$ cat config.mk
export PLATFORM = sky130hd
export DESIGN_NAME = baud_tick_gen
export DESIGN_NICKNAME = d
export VERILOG_FILES = /design/src/rtl/baud_pkg.sv /design/src/rtl/baud_prescaler.sv /design/src/rtl/baud_reload_ctr.sv /design/src/rtl/baud_post_div.sv /design/src/rtl/baud_tick_gen.sv
export SDC_FILE = /design/constraint.sdc
export NUM_CORES = 1
export LEC_CHECK = 0
export BUFFER_PORTS_ARGS = -buffer_cell sky130_fd_sc_hd__buf_2
export CAP_MARGIN = 5
export CORE_MARGIN = 4
export CORE_UTILIZATION = 50
export DETAILED_ROUTE_END_ITERATION = 12
export GPL_TIMING_DRIVEN = 0
export PLACE_DENSITY = 0.74
export SYNTH_ARGS = -nofsm -noshare
export SYNTH_HDL_FRONTEND = slang
export SYNTH_HIERARCHICAL = 1
export SYNTH_SLANG_ARGS = --single-unit
$ cat constraint.sdc
create_clock -name clk -period 2.4 [get_ports clk]
set_clock_uncertainty 0.1 [all_clocks]
set_input_delay 0.12 -clock clk [delete_from_list [all_inputs] [get_ports clk]]
set_output_delay 0.12 -clock clk [all_outputs]
set_load 0.02 [all_outputs]
$ cat src/rtl/baud_pkg.sv
package baud_pkg;
  typedef enum logic [1:0] {
    RM_SYNC   = 2'b00,
    RM_FIXED  = 2'b01,
    RM_TIMER  = 2'b10,
    RM_TIMER2 = 2'b11
  } rate_mode_e;

  function automatic logic is_timer(input rate_mode_e m);
    return m[1];
  endfunction

  // halving stage is active unless doubled; wide source always halves
  function automatic logic halve_active(input rate_mode_e m, input logic wide,
                                        input logic dbl);
    return (is_timer(m) && wide) ? 1'b1 : !dbl;
  endfunction
endpackage

$ cat src/rtl/baud_prescaler.sv
module baud_prescaler #(
  parameter int DIV = 12
) (
  input  logic clk,
  input  logic rst_n,
  output logic tick
);
  localparam int CW = (DIV > 1) ? $clog2(DIV) : 1;
  localparam logic [CW-1:0] LAST = CW'(DIV - 1);

  logic [CW-1:0] cnt;

  always_ff @(posedge clk) begin
    if (!rst_n)            cnt <= '0;
    else if (cnt == LAST)  cnt <= '0;
    else                   cnt <= cnt + 1'b1;
  end

  assign tick = (cnt == LAST);

  // a divider above one never emits two strobes back to back
  assert_presc_gap_R1: assert property (@(posedge clk) disable iff (!rst_n)
    tick |=> !tick);
endmodule

$ cat src/rtl/baud_reload_ctr.sv
module baud_reload_ctr #(
  parameter int WIDTH = 8
) (
  input  logic             clk,
  input  logic             rst_n,
  input  logic             en,
  input  logic [WIDTH-1:0] reload,
  output logic             ovf
);
  localparam logic [WIDTH-1:0] TOP = '1;

  logic [WIDTH-1:0] cnt;

  always_ff @(posedge clk) begin
    if (!rst_n)        cnt <= '0;
    else if (en) begin
      if (cnt == TOP)  cnt <= reload;
      else             cnt <= cnt + 1'b1;
    end
  end

  assign ovf = en && (cnt == TOP);

  // the count only moves on an enable strobe; a reload write alone leaves it
  assert_hold_R7: assert property (@(posedge clk) disable iff (!rst_n)
    !en |=> $stable(cnt));
endmodule

$ cat src/rtl/baud_post_div.sv
module baud_post_div #(
  parameter int OS_RATIO = 16
) (
  input  logic clk,
  input  logic rst_n,
  input  logic pre_tick,
  input  logic halve_en,
  output logic os_tick,
  output logic bit_tick
);
  localparam int OW = $clog2(OS_RATIO);
  localparam logic [OW-1:0] OS_LAST = OW'(OS_RATIO - 1);

  logic          half;
  logic [OW-1:0] os_cnt;

  always_ff @(posedge clk) begin
    if (!rst_n)                    half <= 1'b0;
    else if (pre_tick && halve_en) half <= ~half;
  end

  assign os_tick = pre_tick && (half || !halve_en);

  always_ff @(posedge clk) begin
    if (!rst_n)       os_cnt <= '0;
    else if (os_tick) os_cnt <= (os_cnt == OS_LAST) ? '0 : os_cnt + 1'b1;
  end

  assign bit_tick = os_tick && (os_cnt == OS_LAST);

  // with halving on, two source strobes are needed per oversample strobe
  assert_halve_R4: assert property (@(posedge clk) disable iff (!rst_n)
    (os_tick && halve_en && $past(halve_en)) |-> !$past(os_tick));
endmodule

$ cat src/rtl/baud_tick_gen.sv
module baud_tick_gen
  import baud_pkg::*;
#(
  parameter int SYNC_DIV   = 12,
  parameter int FIXED_PRE  = 2,
  parameter int NARROW_W   = 8,
  parameter int WIDE_W     = 16,
  parameter int OS_RATIO   = 16
) (
  input  logic        clk,
  input  logic        rst_n,
  input  logic [1:0]  rate_mode,
  input  logic        src_wide,
  input  logic        dbl,
  input  logic [7:0]  reload8,
  input  logic [15:0] reload16,
  output logic        bit_tick,
  output logic        os_tick
);
  rate_mode_e mode;
  logic presc_tick, fixed_tick, ovf_narrow, ovf_wide;
  logic pre_tick, halve_en, post_os, post_bit;

  assign mode = rate_mode_e'(rate_mode);

  baud_prescaler #(.DIV(SYNC_DIV)) u_presc (
    .clk(clk), .rst_n(rst_n), .tick(presc_tick));

  baud_prescaler #(.DIV(FIXED_PRE)) u_fixed (
    .clk(clk), .rst_n(rst_n), .tick(fixed_tick));

  baud_reload_ctr #(.WIDTH(NARROW_W)) u_narrow (
    .clk(clk), .rst_n(rst_n), .en(presc_tick),
    .reload(NARROW_W'(reload8)), .ovf(ovf_narrow));

  baud_reload_ctr #(.WIDTH(WIDE_W)) u_wide (
    .clk(clk), .rst_n(rst_n), .en(1'b1),
    .reload(WIDE_W'(reload16)), .ovf(ovf_wide));

  always_comb begin
    unique case (mode)
      RM_SYNC:  pre_tick = 1'b0;
      RM_FIXED: pre_tick = fixed_tick;
      default:  pre_tick = src_wide ? ovf_wide : ovf_narrow;
    endcase
  end

  assign halve_en = halve_active(mode, src_wide, dbl);

  baud_post_div #(.OS_RATIO(OS_RATIO)) u_post (
    .clk(clk), .rst_n(rst_n), .pre_tick(pre_tick), .halve_en(halve_en),
    .os_tick(post_os), .bit_tick(post_bit));

  assign bit_tick = (mode == RM_SYNC) ? presc_tick : post_bit;
  assign os_tick  = (mode == RM_SYNC) ? 1'b0 : post_os;

  assert_sync_no_os_R1: assert property (@(posedge clk) disable iff (!rst_n)
    (mode == RM_SYNC) |-> !os_tick);

  assert_bit_on_os_R6: assert property (@(posedge clk) disable iff (!rst_n)
    (bit_tick && mode != RM_SYNC) |-> os_tick);

  assert_sync_rate_R1: assert property (@(posedge clk) disable iff (!rst_n)
    (bit_tick && mode == RM_SYNC) |=> !bit_tick);
endmodule

==> results_dict.tcl, run 1 <==
set metrics [dict create \
    n_antenna_cell 0 \
    clockBufferDepth 2 \
    area_growth_syn_to_layout_pct 24.38 \
    vdd_drop_max_mv 0.2716 \
    synth_top_area_frac 0.3275 \
    place_congestion 0.8253 \
    grt_max_degree 26 \
    die_w_microns 72.47 \
    finalCritPeriodShare 0.9709 \
    numCtsBuffers 5 \
    dieArea_sq_mm 0.005252 \
    worstSetupStartpointType "flop" \
    drtAntennaViolNets 0 \
    coreArea_sq_mm 0.004000 \
    drtPass1Iterations 4 \
    floorplan.die.height_microns 72.47 \
    relSlewSlack 0.5816 \
    root_buffer "clkbuf_8" \
    worstPathArrival_ps 2110 \
    final-setup-viol-count 0 \
    synth.most_common_cell "dfxtp_1" \
    p_leak_nw 1.004 \
    grt_pass1_wl_microns 8583 \
    antenna_found_initial 0 \
    nFillCells 359 \
    drtIter0Drc 88 \
    port_buffers 31 \
    synth_ff_type "dfxtp_1" \
    yosysUniqueCellTypes 63 \
    syn_avg_cell_area_sq_um 8.346 \
    cp-end-kind "output pin" \
    viasPerCell 6.037 \
    worst_slew_pin_slew_ps 625.3 \
    worst-path-max-fanout 7 \
    whs_ps 16.59 \
    synth-async-reset-ratio 0 \
    period_needed_ps 2330 \
    path_clk_slew_ps 60 \
    p_per_area_mw_per_mm2 416.3 \
    synth_top_area_cell "dfxtp_1" \
    yosys_warnings 6 \
    num_vias 2119 \
    hp-class "input pin to flop" \
    synth_edf_count 0 \
    cts_htree_levels 2 \
    maxCapViolCount 0 \
    ios 32 \
    initial_core_util 0.5195 \
    place_inst 330 \
    instances_no_fill 351 \
    path_class "flop to output pin" \
    route.detailed.drc 0 \
    cts_sinks 34 \
    grt_usage 0.2057 \
    netlist_top_cells_count "dfxtp_1 (34), nand2_1 (23), nand3_1 (21)" \
    place_hpwl_microns 3461 \
    grt_pass1_vias 1913 \
    clkLatencyLatePin_ps 280 \
    hold_viol_final 0 \
    p_total_w 0.001076 \
    grt.overflow.total 0 \
    fmax_mhz 429.2 \
    cts_tree "built" \
    setup_tns_ps 0 \
    nNetsFinal 335 \
    multi_input_area_sq_mm 0.001355 \
    regArea_sq_um 704.4 \
    drv_slew 0 \
    yosys-top-cells-area "dfxtp_1 (33%), nand3_1 (5.1%), a31oi_1 (4.2%)" \
    syn_inst 249 \
    drive_gt1_frac 0.2990 \
    status "complete, no violations" \
    synth_seq_cells 34 \
    dp_slack_ps -257.6 \
    synth_area_sq_mm 0.002078 \
    rows 23 \
    cp_data_required_time_ps 2180 \
    routedWlPerCell_microns 14.75 \
    yosysSeqAreaShare 0.3275 \
    final.setup.worst_slack_ps 69.90 \
    syn-num-nets 283 \
    routed_wl_microns 5177 \
]
## power by group
group / leakage (nW) / total, W / internal, W / switching [W]
clock network: 0.0383 / 0.000387 / 0.000199 / 0.000188
registers: 0.282 / 0.000588 / 0.000574 / 0.0000145
logic: 0.684 / 0.000100 / 0.0000511 / 0.0000491
## sequential cells by signal (all words and copies together) (netlist names)
signal and count:
u_wide/cnt 16, u_narrow/cnt 8, u_post/os_cnt 4, u_presc/cnt 4, u_fixed/tick 1, u_post/half 1
## path summary, 6_finish.rpt
path                                     start                to  slack (ps)  cells after the start
worst max-delay path             u_wide/cnt[0]          bit_tick          70                     10
worst min-delay path                reload8[1]   u_narrow/cnt[1]          20                      3
worst max register to register   u_wide/cnt[0]  u_post/os_cnt[2]         360                     10
worst min register to register  u_presc/cnt[0]    u_presc/cnt[0]         340                      1
## through the flow
| step | instance area [sq um] | utilization |
|---|---|---|
| after detailed placement | 2296 | 0.5740 |
| final | 2585 | 0.6462 |
| after CTS | 2525 | 0.6312 |
| after global placement | 2296 | 0.5740 |
| after floorplan | 2078 | - |
| after global routing | 2585 | 0.6462 |
## layer usage
layer  up-vias  global-route usage  part of all wire
li1       1054                   -                 -
met1       994              0.2754              0.45
met2        63              0.3266              0.48
met3         8             0.03463             0.062
met4         0             0.08811             0.013
met5         -                   0                 0
## cell usage in the layout (no fill, tap or decap), types with 3 or more instances in the layout
cell type	n
nor3_1	7
clkbuf_8	5
dfxtp_1	23
clkbuf_1	6
nand4_1	11
a21oi_1	8
o21ai_0	11
buf_4	12
a31oi_1	14
a41oi_1	5
a211oi_1	3
dfxtp_2	7
and3_1	8
nand2_1	23
mux2i_1	3
nor2_1	15
buf_2	30
dlygate4sd3_1	6
inv_1	10
nor2b_1	3
dfxtp_4	4
nand3_1	21
a211o_1	3
## cells by family (layout without fill, tap and decap cells)
kind of cell               Yosys count  after routing  synth area share
and+or+nand+nor                    119            119            0.3408
AOI/OAI and AO/OA                   63             63            0.2228
DFF                                 34             34            0.3275
buffers and inverters               21             73           0.04817
muxes                                5              5           0.02649
adders and majority gates            4              4           0.02408
xor gates and xnor gates             2              2          0.008430
other                                1              1          0.001804
## worst max-delay path: stages, from the launching register on
cell and delay (ps):
dfxtp_4 380, ha_4 180, nand3_1 150, nor2_2 140, and3_4 200, mux2i_1 80, mux2i_2 160, nand2_1 110
nor2_1 140, mux2_4 150, buf_4 130
## area by class of cell
| type | instances | area share |
|---|---|---|
| well taps | 50 | 0.02420 |
| repair buffers | 48 | 0.1162 |
| plain buffers | 7 | 0.01742 |
| flip-flops and latches | 34 | 0.2725 |
| inverters | 11 | 0.01597 |
| clock buffers | 7 | 0.02953 |
| multi-input cells | 194 | 0.5242 |
## what timing repair did
item / 4_1_cts / 5_1_grt
pin swaps: 3 / 4
setup endpoints to repair: 6 / 2
buffers inserted: 5 / 6
hold endpoints to repair: 6 / 0
hold buffers: 6 / 0
resized for setup: 19 / 12
(Power assumes the default switching activity.)
==> run 2, diff against run 1 <==
--- a/config.mk
+++ b/config.mk
@@ -5,13 +5,14 @@
 export SDC_FILE = /design/constraint.sdc
 export NUM_CORES = 1
 export LEC_CHECK = 0
+export ABC_AREA = 1
 export BUFFER_PORTS_ARGS = -buffer_cell sky130_fd_sc_hd__buf_2
 export CAP_MARGIN = 5
 export CORE_MARGIN = 4
 export CORE_UTILIZATION = 50
 export DETAILED_ROUTE_END_ITERATION = 12
 export GPL_TIMING_DRIVEN = 0
-export PLACE_DENSITY = 0.74
+export PLACE_DENSITY = 0.73
 export SYNTH_ARGS = -nofsm -noshare
 export SYNTH_HDL_FRONTEND = slang
 export SYNTH_HIERARCHICAL = 1
==> run 2 against run 1 <==
Sequential cell count stayed put. Clock power is 41% higher. Worst setup slack better by 48 ps. Highest routed layer unchanged. Sequential power hardly changed. Non-clock buffer count is 8 higher. Wire length is 3.3% higher. Global-route usage is 0.43 points lower. Critical endpoint unchanged. Maximum frequency is 2.1% higher. Area after synthesis is 7.2% higher.
==> results_dict.tcl, run 2 <==
set metrics [dict create \
    worst_slew_pin_slew_ps 552.0 \
    cts_tree "built" \
    root_buffer "clkbuf_8" \
    cp_cell_sequence "ha_4, nand2_4, nor2_8, nand2_4, nor2_4, nand2_2, inv_2, inv_1, nand2_1, nand3_1, nand2_2, nand2_4, nor2_1, o21ai_0, nand2_1, buf_4" \
    period_needed_ps 2282 \
    yosysSeqAreaShare 0.3054 \
    nFillCells 375 \
    finalCritPeriodShare 0.9507 \
    instances_no_fill 468 \
    clkLatencyLatePin_ps 290 \
    cp_data_required_time_ps 2180 \
    coreArea_sq_mm 0.004324 \
    cp_slowest_stage_delay_ps 360 \
    status "complete, no violations" \
    top_register "u_wide/cnt" \
    vdd_drop_max_mv 0.3808 \
    rows 24 \
    m1WireLength_microns 2463 \
    netlist_top_cells_count "nand2_1 (87), inv_1 (46), nor2_1 (44)" \
    crit_slowest_cell "dfxtp_2" \
    path_clk_slew_ps 70 \
    routedWlPerCell_microns 11.42 \
    drv_slew 0 \
    syn_inst 350 \
    grt.overflow.total 0 \
    synth_top_area_frac 0.3054 \
    grt_pass1_wl_microns 8687 \
    initial_core_util 0.5153 \
    synth_seq_cells 34 \
    final-setup-viol-count 0 \
    floorplan.die.height_microns 74.76 \
    highest_layer "met4" \
    yosys_warnings 6 \
    yosys-top-cells-area "dfxtp_1 (31%), nand2_1 (15%), nand3_1 (8.3%)" \
    grt_max_degree 17 \
    num_vias 2346 \
    route.detailed.drc 0 \
    path_class "flop to output pin" \
    worstSetupStartpointType "flop" \
    maxCapViolCount 0 \
    cp-end-kind "output pin" \
    antenna_found_initial 0 \
    place_congestion 0.8522 \
    p_total_w 0.001249 \
    n_antenna_cell 0 \
    p_per_area_mw_per_mm2 438.7 \
    grt_pass1_vias 2063 \
    drtIter0Drc 111 \
    p_leak_nw 1.303 \
    dieArea_sq_mm 0.005589 \
    yosysUniqueCellTypes 34 \
    worstPathArrival_ps 2060 \
    fin_util 0.6586 \
    numCtsBuffers 5 \
    synth_ff_type "dfxtp_1" \
    port_buffers 31 \
    drtPass1Iterations 4 \
    cts_sinks 34 \
    die_w_microns 74.76 \
    synth_top_area_cell "dfxtp_1" \
    clockBufferDepth 2 \
    place_inst 436 \
    hold_viol_final 0 \
    syn_avg_cell_area_sq_um 6.367 \
    area_growth_syn_to_layout_pct 27.79 \
    viasPerCell 5.013 \
    routed_wl_microns 5346 \
    ios 32 \
    whs_ps 12.40 \
    synth_edf_count 0 \
    hp-class "input pin to flop" \
    drive_gt1_frac 0.2861 \
    dr_wl_met2_microns 2523 \
    dp_slack_ps -71.64 \
    top_regs "u_wide/cnt x16, u_narrow/cnt x8" \
    synth-async-reset-ratio 0 \
    largest_reg_flops 16 \
    worst-path-max-fanout 6 \
    layout_commonest_cell "nand2_1" \
    met3_length_microns 266 \
    place_hpwl_microns 3598 \
    cts_htree_levels 2 \
    nNetsFinal 450 \
    final_cell_mix "nand2_1 (84), inv_1 (43), nor2_1 (43), nand3_1 (36), buf_2 (29)" \
    final.setup.worst_slack_ps 118.3 \
    fmax_mhz 438.3 \
    cpMostUsedCell "nand2_4" \
    synth_area_sq_mm 0.002228 \
    grt_usage 0.2014 \
    relSlewSlack 0.6320 \
    synth.most_common_cell "nand2_1" \
    drtAntennaViolNets 0 \
]
-- run 2: cell types whose count changed after synthesis, moves of 7 or more --
cell,before,now
nand3_1,21,37
inv_1,10,46
nand2_2,0,8
and3_1,9,0
a31oi_1,14,3
nor3_1,7,0
a21oi_1,8,21
nor2_1,17,44
nand2_1,23,87
-- run 2: repair_timing --
item                                    in CTS  in global routing
buffers inserted                            10                 15
resized for setup                            8                 21
endpoints found under the hold margin        1                  0
pin swaps                                    2                  8
endpoints found under the setup margin       2                  2
hold buffers                                 1                  0
-- run 2: worst paths after layout --
| kind | from | to | slack, ps | depth (start not counted) |
|---|---|---|---|---|
| min | reload16[10] | u_wide/cnt[10] | 10 | 3 |
| max | u_wide/cnt[1] | bit_tick | 120 | 16 |
| min reg2reg | u_fixed/tick | u_fixed/tick | 330 | 1 |
| max reg2reg | u_wide/cnt[1] | u_post/os_cnt[3] | 400 | 16 |
-- run 2: area by class of cell --
| type | instances | area [sq um] | share of cell area |
|---|---|---|---|
| clock buffers | 6 | 82.58 | 0.02900 |
| clock inverters | 1 | 30.03 | 0.01054 |
| multi-input cells | 259 | 1378 | 0.4837 |
| inverters | 53 | 198.9 | 0.06986 |
| plain buffers | 6 | 41.29 | 0.01450 |
| flip-flops and latches | 34 | 694.4 | 0.2438 |
| well taps | 52 | 65.06 | 0.02285 |
| repair buffers | 57 | 357.8 | 0.1257 |
-- run 2: per-layer routing --
layer	GRT usage	up-vias
met2	0.3424	46
met5	0	-
met1	0.2541	1053
li1	-	1240
met4	0.06126	0
met3	0.04539	7
-- run 2: critical path: cells and delay by family, from the launching register on --
family / cells / cell delay (ps)
AO/OA/AOI/OAI: 1 / 80
adder cells (fa/ha/maj): 1 / 150
buffers and inverters: 3 / 230
flip-flops: 1 / 360
AND/OR/NAND/NOR: 11 / 940
-- run 2: where the power goes --
part	switching, W	internal [W]
logic	0.0000617	0.0000523
clock network	0.000214	0.000332
registers	0.0000122	0.000577
total	0.000288	0.000961
-- run 2: through the flow --
stage	cell area, sq um	setup TNS [ps]
after floorplan	2240	0
after global placement	2460	-107.9
after detailed placement	2460	-93.26
after CTS	2671	0
after global routing	2848	-39.00
final	2848	0
-- run 2: cells by family after synthesis --
logic type | count (synthesis) | share of synthesized area
DFF | 34 | 0.3054
AOI/OAI and AO/OA | 51 | 0.1364
other | 1 | 0.001683
and+or+nand+nor | 198 | 0.4166
buffers and inverters | 60 | 0.1095
adders and majority gates | 4 | 0.02246
xor gates and xnor gates | 2 | 0.007862
==> run 3, diff against run 2 <==
--- a/config.mk
+++ b/config.mk
@@ -12,8 +12,7 @@
 export CORE_UTILIZATION = 50
 export DETAILED_ROUTE_END_ITERATION = 12
 export GPL_TIMING_DRIVEN = 0
-export PLACE_DENSITY = 0.73
+export PLACE_DENSITY = 0.74
 export SYNTH_ARGS = -nofsm -noshare
 export SYNTH_HDL_FRONTEND = slang
-export SYNTH_HIERARCHICAL = 1
 export SYNTH_SLANG_ARGS = --single-unit
==> run 3 against run 2 <==
Critical path depth shrank 6. Sequential cell count is the same. Global-route usage shrank 0.67 points. Area after synthesis shrank 17%. Maximum frequency grew 10%. Core utilization shrank 0.21 points. Largest cell class unchanged. Die area shrank 15%. Largest power group unchanged.
==> results_dict.tcl, run 3 <==
set metrics [dict create \
    dieArea_sq_mm 0.004733 \
    root_buffer "clkbuf_8" \
    place_congestion 0.8331 \
    top_regs "u_wide.cnt x16, u_narrow.cnt x8" \
    rsz0062_at_grt "no" \
    worstPathArrival_ps 1850 \
    netlist_top_cells_count "nand2_1 (49), nor2_1 (36), dfxtp_1 (34)" \
    final_cell_mix "nand2_1 (49), nor2_1 (36), dfxtp_1 (34), buf_2 (32), inv_1 (22)" \
    grt_pass1_vias 1694 \
    synth-async-reset-ratio 0 \
    relSlewSlack 0.6760 \
    ios 32 \
    routed_wl_microns 3964 \
    top_register "u_wide.cnt" \
    period_needed_ps 2069 \
    cts_hold_buffers 9 \
    setup_tns_ps 0 \
    grt_max_degree 12 \
    p_per_area_mw_per_mm2 525.5 \
    n_antenna_cell 0 \
    synth_ff_type "dfxtp_1" \
    die_w_microns 68.80 \
    rows 21 \
    yosysSeqAreaShare 0.3683 \
    clockBufferDepth 2 \
    worstSetupStartpointType "flop" \
    drtAntennaViolNets 0 \
    reg2reg_setup_slack_ps 750 \
    viasPerCell 4.966 \
    initial_core_util 0.5369 \
    worst_slew_pin_slew_ps 486.0 \
    numCtsBuffers 5 \
    nNetsFinal 337 \
    cts_sinks 34 \
    timing.rr.end "u_wide.cnt[9]" \
    cp_data_required_time_ps 2180 \
    area_growth_syn_to_layout_pct 22.28 \
    maxCapViolCount 0 \
    hp-class "input pin to flop" \
    port_buffers 31 \
    vdd_drop_max_mv 0.3349 \
    clkLatencyLatePin_ps 290 \
    grt_usage 0.1947 \
    synth_edf_count 0 \
    finalCritPeriodShare 0.8622 \
    cts_tree "built" \
    whs_ps 8.053 \
    layout_commonest_cell "nand2_1" \
    coreArea_sq_mm 0.003442 \
    synth_seq_cells 34 \
    worst-path-max-fanout 9 \
    syn_inst 256 \
    synth_area_sq_mm 0.001848 \
    synth_top_area_cell "dfxtp_1" \
    drv_slew 0 \
    cp-end-kind "output pin" \
    cts_resized 0 \
    drive_gt1_frac 0.2039 \
    endpoint "bit_tick" \
    fmax_mhz 483.3 \
    drtIter0Drc 91 \
    p_leak_nw 0.9731 \
    synth_top_area_frac 0.3683 \
    startpoint "u_narrow.cnt[0]" \
    yosys_warnings 0 \
    antenna_found_initial 0 \
    cts_setup_buffers 0 \
    route.detailed.drc 0 \
    yosys-top-cells-area "dfxtp_1 (37%), nand2_1 (10%), nor2_1 (7.3%)" \
    reg2reg_depth 7 \
    routedWlPerCell_microns 11.33 \
    largest_reg_flops 16 \
    status "complete, no violations" \
    grt.overflow.total 0 \
    syn-num-nets 290 \
    yosysUniqueCellTypes 32 \
    synth.most_common_cell "nand2_1" \
    grt_pass1_wl_microns 6831 \
    cts_htree_levels 2 \
    num_vias 1738 \
    path_clk_slew_ps 80 \
    fin_util 0.6565 \
    syn_avg_cell_area_sq_um 7.219 \
    final-setup-viol-count 0 \
    floorplan.die.height_microns 68.80 \
    hold_viol_final 0 \
    r2r_start "u_wide.cnt[0]" \
    place_hpwl_microns 2998 \
    drtPass1Iterations 4 \
    path_class "flop to output pin" \
]
-- run 3: cell count changes in the layout (fill, tap and decap cells not counted), sizes merged, moves of 6 or more --
cell,delta
nand2,-41
inv,-27
buf,-26
nand3,-18
nor2,-10
xor2,+10
a21oi,-8
dlygate4sd3,+8
nor3,+6
xnor2,+6
-- run 3: cell families after synthesis --
| kind of cell | share of synthesized area |
|---|---|
| AOI/OAI and AO/OA | 0.1104 |
| xor gates and xnor gates | 0.08531 |
| buffers and inverters | 0.06838 |
| adders and majority gates | 0.02708 |
| DFF | 0.3683 |
| and+or+nand+nor | 0.3406 |
-- run 3: through the flow --
step | std cells | setup WS [ps] | cell area [sq um] | power, W
2_1_floorplan | 256 | 737.4 | 1848 | 0.0006355
3_3_place_gp | 333 | 635.2 | 2061 | 0.0006696
3_5_place_dp | 333 | 640.5 | 2061 | 0.0006718
4_1_cts | 350 | 313.8 | 2260 | 0.001199
5_1_grt | 350 | 141.5 | 2260 | 0.001241
6_report | 350 | 330.7 | 2260 | 0.001187
-- run 3: routing by layer --
metal / track usage / share of wire / up-vias
met4: 0.07299 / 0.014 / 0
met1: 0.2047 / 0.46 / 781
met2: 0.3611 / 0.50 / 27
met3: 0.05835 / 0.029 / 7
li1: - / - / 923
met5: 0 / 0 / -
-- run 3: worst min path at each step --
stage	from	end	depth (start not counted)
finish	reload8[2]	u_narrow.cnt[2]	3
global route	reload8[2]	u_narrow.cnt[2]	3
CTS	reload8[2]	u_narrow.cnt[2]	3
detailed placement	reload16[11]	u_wide.cnt[11]	3
global placement	reload16[1]	u_wide.cnt[1]	3
floorplan	reload16[11]	u_wide.cnt[11]	2
-- run 3: where the power goes --
group	internal, W	total [W]	switching (W)
Combinational	0.0000428	0.0000841	0.0000412
Clock	0.000306	0.000518	0.000212
Sequential	0.000576	0.000585	0.00000947
Total	0.000924	0.00119	0.000263
-- run 3: worst max-delay path, stage by stage (launching register included) --
cell and delay [ps]:
dfxtp_1 370, ha_1 200, nand2_1 70, nor2_1 120, nand2_2 140, nor2_2 150, nor2_2 60, nand2_4 90
nand2_4 80, o21ai_1 120, buf_2 170
-- run 3: area by class of cell --
class                           count  area, sq um
Buffer                              3        20.02
Clock buffer                        5        68.82
Clock inverter                      3        40.04
Fill cell                         336         1182
Inverter                           27        106.4
Multi-Input combinational cell    192         1041
Sequential cell                    34        680.7
Tap cell                           46        57.56
Timing Repair Buffer               40        245.2
